### config.mk
export PLATFORM = sky130hd
export DESIGN_NAME = nand_cmd_if
export DESIGN_NICKNAME = d
export VERILOG_FILES = /design/src/rtl/nand_if_pkg.sv /design/src/rtl/nand_if_dp.sv /design/src/rtl/nand_if_ctrl.sv /design/src/rtl/nand_cmd_if.sv
export SDC_FILE = /design/constraint.sdc
export NUM_CORES = 1
export LEC_CHECK = 0
export BUFFER_PORTS_ARGS = -buffer_cell sky130_fd_sc_hd__buf_2
export CELL_PAD_IN_SITES_DETAIL_PLACEMENT = 1
export CELL_PAD_IN_SITES_GLOBAL_PLACEMENT = 1
export CORE_MARGIN = 8
export CORE_UTILIZATION = 32
export CTS_CLUSTER_SIZE = 40
export DETAILED_ROUTE_END_ITERATION = 10
export PLACE_DENSITY = 0.6
export SYNTH_ARGS = -nofsm -noshare
export SYNTH_HDL_FRONTEND = slang
export SYNTH_SLANG_ARGS = --single-unit
### constraint.sdc
create_clock -name clk -period 2.1 [get_ports clk]
set_input_delay 0.63 -clock clk [delete_from_list [all_inputs] [get_ports clk]]
set_output_delay 0.63 -clock clk [all_outputs]
set_load 0.05 [all_outputs]
### src/rtl/nand_if_pkg.sv
package nand_if_pkg;

  localparam logic [7:0] CMD_RESET       = 8'hFF;
  localparam logic [7:0] CMD_STATUS      = 8'h70;
  localparam logic [7:0] CMD_ID          = 8'h90;
  localparam logic [7:0] CMD_PROG_SETUP  = 8'h80;
  localparam logic [7:0] CMD_PROG_GO     = 8'h10;
  localparam logic [7:0] CMD_CACHE_GO    = 8'h15;
  localparam logic [7:0] CMD_ERASE_SETUP = 8'h60;
  localparam logic [7:0] CMD_ERASE_GO    = 8'hD0;

  typedef enum logic [2:0] {
    ST_READY, ST_HOLD, ST_XFER, ST_TRACK, ST_RESET
  } ifState_t;

  typedef enum logic [1:0] { OP_NONE, OP_PROG, OP_CACHE, OP_ERASE } arrOp_t;

  typedef enum logic [1:0] { SET_NONE, SET_PROG, SET_ERASE, SET_ID } setup_t;

  typedef enum logic { RD_STATUS, RD_ID } rdMode_t;

  // strobes from control to datapath
  typedef struct packed {
    logic clrAddr;
    logic loadIdMode;
    logic loadStatusMode;
    logic dataEn;
  } dpCtl_t;

endpackage

### src/rtl/nand_if_dp.sv
module nand_if_dp
  import nand_if_pkg::*;
#(
  parameter int         COL_W    = 12,
  parameter logic [7:0] DEV_CODE = 8'hDA,
  parameter logic [7:0] ID_B3    = 8'h10,
  parameter logic [7:0] ID_B4    = 8'h95
) (
  input  logic       clk,
  input  logic       rstN,
  input  logic       ceN,
  input  logic       cle,
  input  logic       ale,
  input  logic       weN,
  input  logic       reN,
  input  logic [7:0] dataIn,
  input  dpCtl_t     ctl,
  input  logic       ifReady,
  input  logic       arrReady,
  output logic       cmdStb,
  output logic       addrStb,
  output logic [2:0] addrCnt,
  output logic [7:0] dataOut
);

  localparam int HI_W = COL_W - 8;

  logic             weNq, reNq;
  logic             weRise, reFall, dataStb;
  logic [COL_W-1:0] col;
  rdMode_t          rdMode;
  logic [7:0]       status;

  assign weRise  = ~ceN & weN & ~weNq;
  assign reFall  = ~ceN & ~reN & reNq;
  assign cmdStb  = weRise & cle & ~ale;
  assign addrStb = weRise & ale & ~cle;
  assign dataStb = weRise & ~cle & ~ale;
  assign status  = {1'b1, ifReady, arrReady, 5'b00000};

  function automatic logic [7:0] idByte(input logic [COL_W-1:0] idx);
    if (idx[COL_W-1:3] != '0) return 8'h00;
    case (idx[2:0])
      3'd0:    return 8'hEC;
      3'd1:    return DEV_CODE;
      3'd2:    return ID_B3;
      3'd3:    return ID_B4;
      3'd4:    return 8'h50;
      default: return 8'h00;
    endcase
  endfunction

  always_ff @(posedge clk or negedge rstN) begin
    if (!rstN) begin
      weNq    <= 1'b1;
      reNq    <= 1'b1;
      addrCnt <= '0;
      col     <= '0;
      rdMode  <= RD_STATUS;
      dataOut <= '0;
    end else begin
      weNq <= weN;
      reNq <= reN;

      if (ctl.clrAddr)                     addrCnt <= '0;
      else if (addrStb && addrCnt != 3'd7) addrCnt <= addrCnt + 3'd1;

      if (ctl.loadIdMode)          rdMode <= RD_ID;
      else if (ctl.loadStatusMode) rdMode <= RD_STATUS;

      if (ctl.loadIdMode)                  col <= '0;
      else if (addrStb && addrCnt == 3'd0) col[7:0] <= dataIn;
      else if (addrStb && addrCnt == 3'd1) col[COL_W-1:8] <= dataIn[HI_W-1:0];
      else if (dataStb && ctl.dataEn)      col <= col + 1'b1;
      else if (reFall && rdMode == RD_ID)  col <= col + 1'b1;

      if (reFall) dataOut <= (rdMode == RD_STATUS) ? status : idByte(col);
    end
  end

  // with chip enable high the bus output cannot move
  a_r2_ce_blocks_read: assert property (@(posedge clk) disable iff (!rstN)
    ceN |=> $stable(dataOut));

endmodule

### src/rtl/nand_if_ctrl.sv
module nand_if_ctrl
  import nand_if_pkg::*;
#(
  parameter int T_PROG  = 1000,
  parameter int T_ERASE = 5000,
  parameter int T_RST   = 250,
  parameter int T_XFER  = 10
) (
  input  logic       clk,
  input  logic       rstN,
  input  logic       cmdStb,
  input  logic       addrStb,
  input  logic [7:0] dataIn,
  input  logic [2:0] addrCnt,
  output dpCtl_t     ctl,
  output logic       ifReady,
  output logic       arrReady
);

  localparam int MAX_A = (T_PROG > T_ERASE) ? T_PROG : T_ERASE;
  localparam int MAX_B = (T_RST > T_XFER) ? T_RST : T_XFER;
  localparam int MAX_T = (MAX_A > MAX_B) ? MAX_A : MAX_B;
  localparam int CNT_W = $clog2(MAX_T + 1);

  ifState_t          st;
  setup_t            setup;
  arrOp_t            pend, confirmOp, launchOp;
  logic [CNT_W-1:0]  ifCnt, arrCnt;
  logic              arrBusy, busyNow;
  logic              progGo, eraseGo, confirmOk, rstCmd, launchReq;

  assign busyNow  = (st != ST_READY);
  assign ifReady  = ~busyNow;
  assign arrReady = ~arrBusy & (st != ST_RESET);
  assign rstCmd   = cmdStb & (dataIn == CMD_RESET);

  assign progGo  = cmdStb & ~busyNow & (setup == SET_PROG) & (addrCnt >= 3'd5) &
                   (dataIn == CMD_PROG_GO || dataIn == CMD_CACHE_GO);
  assign eraseGo = cmdStb & ~busyNow & (setup == SET_ERASE) & (addrCnt >= 3'd3) &
                   (dataIn == CMD_ERASE_GO);
  assign confirmOk = progGo | eraseGo;

  always_comb begin
    if (eraseGo)                    confirmOp = OP_ERASE;
    else if (dataIn == CMD_CACHE_GO) confirmOp = OP_CACHE;
    else                            confirmOp = OP_PROG;
    launchReq = ~arrBusy & ((st == ST_HOLD) | confirmOk);
    launchOp  = (st == ST_HOLD) ? pend : confirmOp;
  end

  always_comb begin
    ctl.clrAddr        = cmdStb & ~busyNow &
                         (dataIn == CMD_PROG_SETUP || dataIn == CMD_ERASE_SETUP ||
                          dataIn == CMD_ID);
    ctl.loadIdMode     = addrStb & ~busyNow & (setup == SET_ID);
    ctl.loadStatusMode = cmdStb & (dataIn == CMD_STATUS || dataIn == CMD_RESET);
    ctl.dataEn         = (setup == SET_PROG);
  end

  always_ff @(posedge clk or negedge rstN) begin
    if (!rstN) begin
      st      <= ST_READY;
      ifCnt   <= '0;
      arrBusy <= 1'b0;
      arrCnt  <= '0;
      setup   <= SET_NONE;
      pend    <= OP_NONE;
    end else if (rstCmd) begin
      st      <= ST_RESET;
      ifCnt   <= CNT_W'(T_RST - 1);
      arrBusy <= 1'b0;
      arrCnt  <= '0;
      setup   <= SET_NONE;
      pend    <= OP_NONE;
    end else begin
      if (arrBusy) begin
        if (arrCnt == '0) arrBusy <= 1'b0;
        else              arrCnt  <= arrCnt - 1'b1;
      end

      if (cmdStb && !busyNow) begin
        if (confirmOk)                      setup <= SET_NONE;
        else if (dataIn == CMD_PROG_SETUP)  setup <= SET_PROG;
        else if (dataIn == CMD_ERASE_SETUP) setup <= SET_ERASE;
        else if (dataIn == CMD_ID)          setup <= SET_ID;
      end else if (ctl.loadIdMode) begin
        setup <= SET_NONE;
      end

      unique case (st)
        ST_READY: if (confirmOk && !launchReq) begin
          st   <= ST_HOLD;
          pend <= confirmOp;
        end
        ST_XFER, ST_RESET: begin
          if (ifCnt == '0) st    <= ST_READY;
          else             ifCnt <= ifCnt - 1'b1;
        end
        ST_TRACK: if (!arrBusy || arrCnt == '0) st <= ST_READY;
        default: ;
      endcase

      if (launchReq) begin
        arrBusy <= 1'b1;
        arrCnt  <= (launchOp == OP_ERASE) ? CNT_W'(T_ERASE - 1) : CNT_W'(T_PROG - 1);
        if (launchOp == OP_CACHE) begin
          st    <= ST_XFER;
          ifCnt <= CNT_W'(T_XFER - 1);
        end else begin
          st <= ST_TRACK;
        end
      end
    end
  end

  // an accepted confirm pulls the interface busy on the next cycle
  a_r5_confirm_busy: assert property (@(posedge clk) disable iff (!rstN)
    confirmOk |=> !ifReady);

  // a non-reset command while busy leaves the setup phase untouched
  a_r8_busy_filter: assert property (@(posedge clk) disable iff (!rstN)
    (busyNow && cmdStb && dataIn != CMD_RESET) |=> $stable(setup));

  // reset stops the array and drives the interface busy
  a_r9_reset_abort: assert property (@(posedge clk) disable iff (!rstN)
    rstCmd |=> (!arrBusy && !ifReady));

  // the cache transfer window lies inside the array program
  a_r10_xfer_under_array: assert property (@(posedge clk) disable iff (!rstN)
    (st == ST_XFER) |-> arrBusy);

  // array-ready status only while the interface is ready or launching
  a_r4_true_ready: assert property (@(posedge clk) disable iff (!rstN)
    arrReady |-> (st == ST_READY || st == ST_HOLD));

endmodule

### src/rtl/nand_cmd_if.sv
module nand_cmd_if
  import nand_if_pkg::*;
#(
  parameter int         COL_W    = 12,
  parameter logic [7:0] DEV_CODE = 8'hDA,
  parameter logic [7:0] ID_B3    = 8'h10,
  parameter logic [7:0] ID_B4    = 8'h95,
  parameter int         T_PROG   = 1000,
  parameter int         T_ERASE  = 5000,
  parameter int         T_RST    = 250,
  parameter int         T_XFER   = 10
) (
  input  logic       clk,
  input  logic       rstN,
  input  logic       ceN,
  input  logic       cle,
  input  logic       ale,
  input  logic       weN,
  input  logic       reN,
  input  logic [7:0] dataIn,
  output logic [7:0] dataOut,
  output logic       rbN
);

  dpCtl_t     ctl;
  logic       cmdStb, addrStb, ifReady, arrReady;
  logic [2:0] addrCnt;

  nand_if_ctrl #(
    .T_PROG(T_PROG), .T_ERASE(T_ERASE), .T_RST(T_RST), .T_XFER(T_XFER)
  ) i_ctrl (
    .clk(clk), .rstN(rstN), .cmdStb(cmdStb), .addrStb(addrStb),
    .dataIn(dataIn), .addrCnt(addrCnt), .ctl(ctl),
    .ifReady(ifReady), .arrReady(arrReady)
  );

  nand_if_dp #(
    .COL_W(COL_W), .DEV_CODE(DEV_CODE), .ID_B3(ID_B3), .ID_B4(ID_B4)
  ) i_dp (
    .clk(clk), .rstN(rstN), .ceN(ceN), .cle(cle), .ale(ale),
    .weN(weN), .reN(reN), .dataIn(dataIn), .ctl(ctl),
    .ifReady(ifReady), .arrReady(arrReady), .cmdStb(cmdStb),
    .addrStb(addrStb), .addrCnt(addrCnt), .dataOut(dataOut)
  );

  // open-drain model: 0 pulls low, 1 releases; independent of chip enable
  assign rbN = ifReady;

endmodule

# Yosys cells after proc, flatten, opt, wreduce, memory -nomap -nowiden
# Cells that the tools add are included.
# word_totals
ff_bits	60
in_bits	15
output_inout_bits	9
elab_cells	172
# classes
addsub	4
magnitude_cmp	2
eq_ne	31
mux	51
bitwise_logic	33
reduce_logical	38
# op_table
operator	n
13-bit two-way mux	10
8-bit two-way mux	5
8-bit case mux with 5 select lines	1
12-bit two-way mux	3
8-bit == test, second input constant	4
13-bit logical NOT	2
2-bit two-way mux	13
13-bit by 1-bit subtractor with 13-bit output, second input constant	2
1-bit AND	24
3-bit two-way mux	7
8-bit by 5-bit == test with 1-bit output, second input constant	2
8-bit by 7-bit == test with 1-bit output, second input constant	2
12-bit by 1-bit adder with 12-bit output, second input constant	1
3-bit by 2-bit == test with 1-bit output, second input constant	4
4-bit by 1-bit inequality test with 1-bit output, second input constant	3
2-bit AND reduction	5
3-bit by 1-bit == test with 1-bit output, second input constant	3
3-bit logical NOT	3
1-bit two-way mux	9
3-bit case mux with 3 select lines	1
3-bit nonzero test	3
9-bit nonzero test	1
2-bit == test, second input constant	4
4-bit two-way mux	2
20 further kinds	45

# Longest topological paths before layout
# depth
ltp_word	18
mapped_depth	9

# Modules after synthesis
# From an unflattened synthesis, not the netlist that was laid out.
# unflattened
hier_cells	406
hier_area_um2	3752.3
# by_module_without_submodules
module	instances	cells_per_inst	area_each_um2	seq_area_each_um2
nand_if_ctrl	1	229	2129.5	850.8
nand_if_dp	1	177	1622.8	653.1

# Worst setup path after synthesis
# No wires, ideal clock.
# synth_path
path_type	input to register
from	input port dataIn[2]
to	register i_ctrl.arrCnt[5]
setup_time_ps	122
arrival_ps	2325
t_required_ps	1978
path_slack_ps	-346
stages	6
path_cell_list	or4_4 -> or4_4 -> nor2_4 -> o31ai_2 -> o2bb2ai_1 -> a32o_1
# synth_between
elab_chain_cells	8
word_cells_on_any_way	21
cone_classes	6 x eq/ne; 6 x mux; 6 x bitwise; 3 x reduce/logical
# synth_rtl
item	line	rtl
start: declaration	nand_cmd_if.sv:20	input logic [7:0] dataIn,
8-bit by 5-bit == test with 1-bit output (tied with other cells)	nand_if_ctrl.sv:38, nand_if_ctrl.sv:45	
2-bit two-way mux (tied with other cells)	nand_if_ctrl.sv:45	else if (dataIn == CMD_CACHE_GO) confirmOp = OP_CACHE;
2-bit two-way mux or 1-bit AND (tied branches)	nand_if_ctrl.sv:44, nand_if_ctrl.sv:37	
2-bit two-way mux or 1-bit bitwise OR (tied branches)	nand_if_ctrl.sv:48, nand_if_ctrl.sv:41	
2-bit == test or 1-bit bitwise OR (tied branches)	nand_if_ctrl.sv:105, nand_if_ctrl.sv:47	
13-bit two-way mux or 1-bit AND (tied branches)	nand_if_ctrl.sv:105, nand_if_ctrl.sv:47	
13-bit two-way mux (tied with other cells)	nand_if_ctrl.sv:103	if (launchReq) begin
13-bit two-way mux or 2-bit AND reduction (tied branches)	--	
end signal: assignment	nand_if_ctrl.sv:78	else arrCnt <= arrCnt - 1'b1;
end signal: assignment	nand_if_ctrl.sv:105	arrCnt <= (launchOp == OP_ERASE) ? CNT_W'(T_ERASE - 1) : CNT_W'(T_PROG - 1);
end: declaration	nand_if_ctrl.sv:28	logic [CNT_W-1:0] ifCnt, arrCnt;
# Several ways; a longest one is shown, not always the timed one.
# A chain may end at the register's enable or synchronous reset.

# Worst setup path after layout
# layout_path
from	input port dataIn[1]
to	register i_ctrl.ifCnt[0]
# layout_between
elab_chain_cells	8
word_cells_on_any_way	18
cone_classes	5 x eq/ne; 6 x mux; 6 x bitwise; 1 x reduce/logical
# layout_rtl
item	line	rtl
8-bit by 5-bit == test with 1-bit output (tied with other cells)	nand_if_ctrl.sv:38, nand_if_ctrl.sv:45	
2-bit two-way mux (tied with other cells)	nand_if_ctrl.sv:45	
2-bit two-way mux or 1-bit AND (tied branches)	nand_if_ctrl.sv:44, nand_if_ctrl.sv:37	
2-bit two-way mux or 1-bit bitwise OR (tied branches)	nand_if_ctrl.sv:48, nand_if_ctrl.sv:41	
2-bit == test or 1-bit bitwise OR (tied branches)	nand_if_ctrl.sv:106, nand_if_ctrl.sv:47	
13-bit two-way mux or 1-bit AND (tied branches)	nand_if_ctrl.sv:106, nand_if_ctrl.sv:47	
13-bit two-way mux	nand_if_ctrl.sv:103	
13-bit two-way mux *	nand_if_ctrl.sv:68	end else if (rstCmd) begin
end signal: assignment	nand_if_ctrl.sv:70	ifCnt <= CNT_W'(T_RST - 1);
end signal: assignment	nand_if_ctrl.sv:97	else ifCnt <= ifCnt - 1'b1;
end signal: assignment	nand_if_ctrl.sv:108	ifCnt <= CNT_W'(T_XFER - 1);
end: declaration	nand_if_ctrl.sv:28	
# Mark *: on every way between the ends. The rest lies on a longest branch, timed or not.

==> flow_summary.ini <==
[clock_tree]
clkSlewWorstSetupHoldPaths_ps = 60
cts_tree = done
cts_root_buf = clkbuf_16
clk_path_buf_depth = 2
h-tree-depth = 3
clk-insertion-delay-late_ps = 340
postCtsHoldBufs = 0
cts_sinks = 60
cts_buffers = 9

[drt]
postRouteAntennaNets = 0
m1WireLength_um = 5761
drt_iter0_markers = 144
routed_wl_um = 12770
drc = 0
met2_length_um = 6447
vias = 3731
viasPerCell = 5.285
wl_met3_um = 396
dr.pass1.iters = 5
wl_per_cell_um = 18.09
highest_layer = met4

[critical_path]
crit_path_start_kind = primary input
reg2reg_depth = 6
path_class = primary input to register
crit_path_end_kind = register
arrival_ps = 2550
regToRegSetupSlack_ps = -120
crit_fanout = 5
cp_data_required_time_ps = 2380
r2r_end = i_ctrl.ifCnt[10]
r2r-start = i_ctrl.ifCnt[5]

[logic_synthesis]
synth_edf_count = 0
synthTopCellsByArea = dfrtp_1, nor2_1, ha_1
ys_warn_count = 0
synth.avg_cell_area_um2 = 8.898
syn-instance-count = 412
synth.most_common_cell = dfrtp_1
seq_area_frac_synth_pct = 41.02
synth_largest_area_cell = dfrtp_1
syn_area_um2 = 3666
synth_cell_types = 60
synth_top_area_share_pct = 39.59
async_reset_ff_share_pct = 100.0
synthFlopType = dfrtp_1
synth-seq-cells = 60
syn-num-nets = 439
synthTopCellsByCount = dfrtp_1, nor2_1, nand2_1

[sta]
skew_ps = 5.929
hold_viol_final = 0
setup_slack_ps = -173.3
rsz0062_at_grt = true
setup_viol = 20
post-route-period-util_pct = 108.3
worst_hold_slack_ps = 221.7
clock.fmax_mhz = 439.9
worst_pin_slew_ps = 445.6
period_needed_ps = 2273
max-slew-margin-rel_pct = 70.06
slew_viol_final = 0

[place]
port_buffers = 23
dpl.hpwl_um = 9574
place_congestion = 0.8326

[grt]
grt_start_max_net_pins = 22
grt_usage_pct = 17.65
antenna_found_initial = 0
overflow = 0
grt_pass1_vias = 4035
grt_pass1_wl_um = 20690

[die]
rows = 39
initial_core_util_pct = 32.38
num_io_pins = 24
die_x_um = 123.0
dieArea_um2 = 15140
die_h_um = 123.0
core-area_um2 = 11320

[power]
peakVddDrop_uv = 571.3
p_leak_nw = 2.396
power_mw = 5.001
power.density_nw_per_um2 = 900.6

[cells_and_area]
utilization_pct = 49.05
syn2layout_area_growth_pct = 51.47
fin_nets = 585
drive_above_1_share_pct = 38.19
antennaDiodeCount = 0

[min_path]
hold_path.class = primary input to asynchronous set/reset pin

[outcome]
violations = negative setup slack
status = complete, but fails checks

[job]
cap_viol_max_count = 0
[how the worst max path moves through the flow]
| stage | endpoint | cells past startpoint | start |
|---|---|---|---|
| floorplan | i_ctrl.arrCnt[5] | 6 | dataIn[2] |
| global placement | i_ctrl.st[0] | 9 | dataIn[2] |
| detailed placement | i_ctrl.st[0] | 9 | dataIn[2] |
| CTS | i_ctrl.ifCnt[3] | 8 | dataIn[0] |
| global route | i_ctrl.ifCnt[10] | 9 | i_ctrl.ifCnt[0] |
| finish | i_ctrl.ifCnt[0] | 8 | dataIn[1] |
[state kept, by name, indices dropped and copies added, names as in the netlist]
register and flops:
i_ctrl.arrCnt 13, i_ctrl.ifCnt 13, i_dp.col 12, i_dp.dataOut 8, i_ctrl.st 3, i_dp.addrCnt 3
i_ctrl.pend 2, i_ctrl.setup 2, i_ctrl.arrBusy 1, i_dp.rdMode 1, i_dp.reNq 1, i_dp.weNq 1
[per-stage QoR]
step                area, um2  setup WS (ps)  setup TNS [ps]  cells
floorplan                3672         -346.2           -8664    412
global placement         4802         -598.4          -19730    682
detailed placement       4802         -563.4          -21390    682
CTS                      5320         -171.2           -2543    699
global route             5553         -215.9           -3228    706
finish                   5553         -173.3           -2257    706
[critical path, stage by stage]
cell and delay, ps:
buf_6 90, or4_4 530, or4_4 460, nor2_4 170, o21ai_4 100, o31ai_4 290
buf_6 160, nand2b_4 110
[cells by family after synthesis]
kind of cell             synth area share [%]
multiplexers                           0.3071
AO/OA/AOI/OAI                           20.03
AND/OR/NAND/NOR                         26.59
adder cells (fa/ha/maj)                 4.095
XOR/XNOR                                5.017
flip-flops                              41.02
buffers and inverters                   2.935
[where the power goes]
group	internal, mW	switching, mW
combinational	0.776	0.892
clock	1.14	0.559
sequential	1.40	0.239
[layout by cell type, fill, tap and decap left out, types with 4 or more instances in the layout]
cell | synthesis | routed
buf_4 | 0 | 112
dfrtp_1 | 58 | 58
nor2_1 | 54 | 49
nand2_1 | 37 | 36
buf_2 | 2 | 20
o21ai_0 | 27 | 19
inv_1 | 19 | 17
nor3_1 | 14 | 14
xor2_1 | 12 | 12
a21oi_1 | 18 | 12
nand3_1 | 10 | 10
nor4_1 | 10 | 9
ha_1 | 12 | 9
clkbuf_16 | 0 | 9
buf_6 | 0 | 9
xnor2_1 | 9 | 8
nand4_1 | 7 | 7
o21ai_1 | 0 | 7
nand2b_1 | 8 | 6
a32o_1 | 5 | 5
o31ai_1 | 7 | 5
o2bb2ai_1 | 5 | 5
nor2b_1 | 4 | 4
or4_4 | 2 | 4
and3_1 | 5 | 4
nor2_2 | 0 | 4
or3_1 | 6 | 4
a21oi_2 | 0 | 4
a211oi_1 | 7 | 4
o211ai_1 | 4 | 4
a22oi_1 | 5 | 4
[final cells by class]
cell class | instances | area, um2
Sequential cell | 60 | 1504
Clock buffer | 13 | 270.3
Fill cell | 1337 | 5768
Inverter | 19 | 73.82
Clock inverter | 3 | 67.56
Multi-Input combinational cell | 324 | 2361
Tap cell | 143 | 178.9
Timing Repair Buffer | 144 | 1097
[routing by layer]
layer  vias up  GRT usage [%]
li1       1816              -
met1      1848          22.11
met2        56          29.56
met3        11          3.516
met4         0          6.471
met5         -              0
[what timing repair did]
action | in CTS | in global routing
setup endpoints to repair | 42 | 47
resized for setup | 39 | 40
buffers inserted | 2 | 7
gates cloned | 0 | 0
pin swaps | 19 | 18
Note: power is estimated with default switching activity, not from simulation.
